<file path="src/rtl/wram_pkg.sv">
package wram_pkg;

    typedef enum logic [1:0] {
        SEL_DATA    = 2'd0,
        SEL_PTR_LO  = 2'd1,
        SEL_PTR_MID = 2'd2,
        SEL_PTR_HI  = 2'd3
    } reg_sel_e;

    typedef enum logic [1:0] {
        ST_IDLE    = 2'd0,
        ST_RD_RAM  = 2'd1,
        ST_RD_OPEN = 2'd2
    } rsp_state_e;

endpackage

</file>
<file path="src/rtl/wram_ptr.sv">
module wram_ptr #(
    parameter int PTR_W = 17
) (
    input  logic             clk,
    input  logic             rst_n,
    input  logic             ld_lo,
    input  logic             ld_mid,
    input  logic             ld_hi,
    input  logic             inc,
    input  logic [7:0]       wdata,
    output logic [PTR_W-1:0] ptr
);
    localparam int HI_W = PTR_W - 16;

    always_ff @(posedge clk) begin
        if (!rst_n) begin
            ptr <= '0;
        end else if (inc) begin
            ptr <= ptr + PTR_W'(1);
        end else begin
            if (ld_lo)  ptr[7:0]  <= wdata;
            if (ld_mid) ptr[15:8] <= wdata;
            if (ld_hi)  ptr[PTR_W-1:16] <= wdata[HI_W-1:0];
        end
    end


    wrap_to_zero_chk: assert property (@(posedge clk) disable iff (!rst_n)
        (inc && (&ptr)) |=> (ptr == '0));


    hi_keeps_low_chk: assert property (@(posedge clk) disable iff (!rst_n)
        (ld_hi && !inc) |=> (ptr[15:0] == $past(ptr[15:0])));


    lo_keeps_upper_chk: assert property (@(posedge clk) disable iff (!rst_n)
        (ld_lo && !ld_mid && !ld_hi && !inc) |=> (ptr[PTR_W-1:8] == $past(ptr[PTR_W-1:8])));

endmodule

</file>
<file path="src/rtl/wram_seq.sv">
module wram_seq
    import wram_pkg::*;
(
    input  logic       clk,
    input  logic       rst_n,
    input  logic [1:0] sel,
    input  logic       rd,
    input  logic       wr,
    output rsp_state_e state,
    output logic       inc,
    output logic       ld_lo,
    output logic       ld_mid,
    output logic       ld_hi,
    output logic       ram_we
);
    rsp_state_e state_nx;
    reg_sel_e   sel_e;
    logic       wr_only;

    assign sel_e   = reg_sel_e'(sel);
    assign wr_only = wr && !rd;

    always_comb begin
        if (!rd)                   state_nx = ST_IDLE;
        else if (sel_e == SEL_DATA) state_nx = ST_RD_RAM;
        else                       state_nx = ST_RD_OPEN;
    end

    always_ff @(posedge clk) begin
        if (!rst_n) state <= ST_IDLE;
        else        state <= state_nx;
    end

    always_comb begin
        inc    = 1'b0;
        ld_lo  = 1'b0;
        ld_mid = 1'b0;
        ld_hi  = 1'b0;
        ram_we = 1'b0;
        unique case (sel_e)
            SEL_DATA: begin
                inc    = rd || wr;
                ram_we = wr_only;
            end
            SEL_PTR_LO:  ld_lo  = wr_only;
            SEL_PTR_MID: ld_mid = wr_only;
            SEL_PTR_HI:  ld_hi  = wr_only;
            default: ;
        endcase
    end


    rsp_after_read_chk: assert property (@(posedge clk) disable iff (!rst_n)
        (state != ST_IDLE) |-> $past(rd));


    no_write_on_read_chk: assert property (@(posedge clk) disable iff (!rst_n)
        rd |-> !ram_we);

endmodule

</file>
<file path="src/rtl/wram_port.sv">
module wram_port
    import wram_pkg::*;
#(
    parameter int              PTR_W     = 17,
    parameter int              ADDR_W    = 24,
    parameter logic [ADDR_W-1:0] BANK_BASE = 24'h7E0000
) (
    input  logic              clk,
    input  logic              rst_n,
    input  logic [1:0]        reg_sel,
    input  logic [7:0]        reg_wdata,
    input  logic              reg_rd,
    input  logic              reg_wr,
    input  logic [7:0]        open_bus,
    output logic [7:0]        reg_rdata,
    output logic              reg_ready,
    output logic [ADDR_W-1:0] ram_addr,
    output logic [7:0]        ram_wdata,
    output logic              ram_we,
    input  logic [7:0]        ram_rdata
);
    localparam logic [ADDR_W-1:0] SPAN = ADDR_W'(1) << PTR_W;

    rsp_state_e       state;
    logic             inc, ld_lo, ld_mid, ld_hi;
    logic [PTR_W-1:0] ptr;
    logic [7:0]       ob_q;

    wram_seq u_seq (
        .clk    (clk),
        .rst_n  (rst_n),
        .sel    (reg_sel),
        .rd     (reg_rd),
        .wr     (reg_wr),
        .state  (state),
        .inc    (inc),
        .ld_lo  (ld_lo),
        .ld_mid (ld_mid),
        .ld_hi  (ld_hi),
        .ram_we (ram_we)
    );

    wram_ptr #(.PTR_W(PTR_W)) u_ptr (
        .clk    (clk),
        .rst_n  (rst_n),
        .ld_lo  (ld_lo),
        .ld_mid (ld_mid),
        .ld_hi  (ld_hi),
        .inc    (inc),
        .wdata  (reg_wdata),
        .ptr    (ptr)
    );

    always_ff @(posedge clk) begin
        if (!rst_n)      ob_q <= '0;
        else if (reg_rd) ob_q <= open_bus;
    end

    assign ram_addr  = BANK_BASE + ADDR_W'(ptr);
    assign ram_wdata = reg_wdata;

    always_comb begin
        reg_ready = 1'b0;
        reg_rdata = '0;
        unique case (state)
            ST_RD_RAM: begin
                reg_ready = 1'b1;
                reg_rdata = ram_rdata;
            end
            ST_RD_OPEN: begin
                reg_ready = 1'b1;
                reg_rdata = ob_q;
            end
            default: ;
        endcase
    end


    addr_in_bank_chk: assert property (@(posedge clk) disable iff (!rst_n)
        (ram_addr - BANK_BASE) < SPAN);


    write_step_chk: assert property (@(posedge clk) disable iff (!rst_n)
        ram_we |=> ((ram_addr - BANK_BASE) == (($past(ram_addr) - BANK_BASE + 1) % SPAN)));


    open_read_holds_ptr_chk: assert property (@(posedge clk) disable iff (!rst_n)
        (reg_rd && reg_sel != 2'd0) |=> $stable(ram_addr));

endmodule

</file>
<file path="config.mk">
export PLATFORM = sky130hd
export DESIGN_NAME = wram_port
export DESIGN_NICKNAME = d
export VERILOG_FILES = /design/src/rtl/wram_pkg.sv /design/src/rtl/wram_ptr.sv /design/src/rtl/wram_seq.sv /design/src/rtl/wram_port.sv
export SDC_FILE = /design/constraint.sdc
export NUM_CORES = 1
export LEC_CHECK = 0
export CAP_MARGIN = 20
export CORE_UTILIZATION = 47
export DETAILED_ROUTE_END_ITERATION = 8
export GPL_TIMING_DRIVEN = 0
export MAX_ROUTING_LAYER = met4
export PLACE_DENSITY = 0.87
export SYNTH_ARGS = -nofsm -noshare
export SYNTH_HDL_FRONTEND = slang
export SYNTH_SLANG_ARGS = --single-unit
export TNS_END_PERCENT = 1
</file>
<file path="constraint.sdc">
create_clock -name clk -period 3.6 [get_ports clk]
set_clock_uncertainty 0.2 [all_clocks]
set_input_delay 0.72 -clock clk [delete_from_list [all_inputs] [get_ports clk]]
set_output_delay 0.72 -clock clk [all_outputs]
set_load 0.02 [all_outputs]
</file>
==> results of run 1 <==
## path summary, 6_finish.rpt
path                         to  slack, ns  cells past startpoint
hold / removal          ob_q[1]       0.30                      2
hold reg to reg         ob_q[1]       0.30                      2
setup reg to reg  u_ptr.ptr[14]       1.52                      5
setup / recovery         ram_we       0.23                      6
## cell usage in the layout (no fill, tap or decap), types with 3 or more instances in the layout
cell type,n
a211oi_1,4
a21o_1,3
a21oi_1,12
a22oi_1,8
a31oi_1,4
buf_2,6
buf_4,15
clkbuf_1,7
clkbuf_8,3
clkdlybuf4s50_1,61
conb_1,7
dfxtp_1,27
ha_1,3
inv_1,11
mux2i_1,9
nand2_1,19
nand2b_1,3
nand3_1,5
nand4_1,6
nand4b_1,4
nor2_1,25
nor3_1,4
nor4_1,5
o21ai_0,7
o31a_1,3
## area by class of cell
cell class,count,area share (%)
flip-flops and latches,27,21.12
clock buffers,4,1.760
multi-input cells,167,41.76
repair buffers,61,23.86
inverters,11,1.614
well taps,48,2.347
plain buffers,30,7.531
## where the power goes
group,internal [mW],total [mW],switching [mW]
Sequential,0.312,0.325,0.0136
Clock,0.0792,0.172,0.0932
Combinational,0.0882,0.177,0.0892
Total,0.479,0.675,0.196
## state kept, by name (all words and copies together), names as in the netlist
register     cells
u_seq.state      2
u_ptr.ptr       17
ob_q             8
## per-stage QoR
step                      hold slack, ns  util (%)  std cells
after floorplan                   0.2608         -        235
after global placement            0.2787     68.15        344
after detailed placement          0.2855     68.15        344
after CTS                         0.3110     69.37        348
after global routing              0.3276     69.37        348
final                             0.3038     69.37        348
## per-layer routing
metal  track usage (%)  share of wire [%]
met5                 -                  0
met3             3.929                 10
met4             9.167               0.87
met2             43.55                 47
met1             32.64                 42
## worst min-delay path: cells and delay by family, from the launching register on
family	cells	cell delay (ns)
flops	1	0.34
simple gates	1	0.07
mux	1	0.06
## cells by family after synthesis
logic type | after synthesis
flip-flops | 27
multiplexers | 9
AND/OR/NAND/NOR | 86
adder cells (fa/ha/maj) | 3
other | 2
AO/OA/AOI/OAI | 62
buffers and inverters | 41
==> flow_summary.ini, run 1 <==
[sta]
relSlewSlack_pct = 65.93
layout_setup_ws_ns = 0.2320
fin_crit_ns = 3.368
worst_slew_pin_slew_ns = 0.5110
setup_viol = 0
rsz0062_at_grt = no
fmax_mhz = 296.9
fin_setup_tns_ns = 0
drv_slew = 0
hold_viol = 0
min_period_over_period_pct = 93.55

[final_layout]
antenna_cells = 0
stdcell_area_um2 = 2559
fillers = 336
drive_gt1_share_pct = 11.33
ff_latch_area_um2 = 540.5
area_growth_pct = 40.26
multiInputGateArea_um2 = 1069
layout.nets = 334

[synthesis]
yosys.area_share.adder_pct = 2.058
synth_top_family_by_area = simple AND/OR/NAND/NOR gates
synth_xor_area_share_pct = 0
synth_area_per_cell_um2 = 7.932
synthDominantCellAreaShare_pct = 29.63
ys.flop_type = dfxtp_1
synth-seq-area-share_pct = 29.63
synthArstFlopShare_pct = 0
synthTopCellsByArea = dfxtp_1 30%, buf_4 6.2%, nor2_1 5.1%
synth_mux_area_share_pct = 4.938
yosys_warnings = 0
synth_edf_count = 0
postSynthCellCount = 230
synth_compound_area_share_pct = 24.14
synth_top_area_cell = dfxtp_1
synth.most_common_cell = dfxtp_1
synth-simple-area-share_pct = 25.99
synthesis.area_um2 = 1824
synth_cell_type_count = 54
synth_common_cells = 27 x dfxtp_1, 25 x nor2_1, 19 x nand2_1
ys_ff_latch = 27

[setup_path]
cp_max_fo = 10
cp.required_ns = 2.68
cp-startpoint = reg_sel[1]
worstSetupPathType = in -> out
cp-start-kind = input pin
arrival_ns = 2.45
path_delay_family = buffers and inverters
slowest_delay_ns = 0.62
path_buf_inv = 4
timing.rr.start = u_ptr.ptr[0]
cp-end-kind = output pin
worst_path_max_delay_cell = clkdlybuf4s50_1
worstPathCellList = clkdlybuf4s50_1 -> buf_6 -> or2_1 -> buf_6 -> nor2_1 -> clkdlybuf4s50_1

[min_path]
hold_class = reg -> reg
hp-start = ob_q[1]

[cts]
cts.sinks = 27
postCtsHoldBufs = 0
clk_latency_ns = 0.27
cts-root-buf = clkbuf_8
cts_tree = built
numCtsBuffers = 3
htreeDepth = 1
cts_setup_buffers = 0
cts-resized-gates = 0
cts_buffer_depth = 2
clk_pin_slew_ns = 0.09

[drt]
drt_iter0_drc = 153
via_count = 2003
viasPerCell = 5.756
routed_wl_um = 5187
drt_first_pass_iters = 5
routedWlPerCell_um = 14.91
route.detailed.drc = 0
ant_nets = 0

[global_routing]
grt_max_degree = 15
grt_usage_pct = 26.39
grt_first_pass_wirelength_um = 8411
grt_pass1_vias = 1893
grt_overflow = 0
antenna_found_initial = 0

[die]
io_pins = 72
die_x_um = 64.30
start_util_pct = 49.46
fp.dieH_um = 64.30
dieArea_um2 = 4134
rows = 22
core_um2 = 3689

[placed_design]
dp_slack_ns = 0.2640
gp_congestion = 0.8935
io_buffers = 61
dpl-instance-area_um2 = 2514
hpwl_um = 3803

[pwr]
power_density_nw_per_um2 = 263.8
leakage_nw = 0.9263
power_uw = 675.0
peakVddDrop_v = 0.0001572

[job]
cap_violations = 0

[outcome]
status = completed
No activity file was read; power rests on OpenSTA's default activity.
==> run 2: changes to the inputs <==
TNS_END_PERCENT = 10   (was 1)
==> results of run 2 <==
No change in the layout: final DEF, timing and power equal those of run 1.
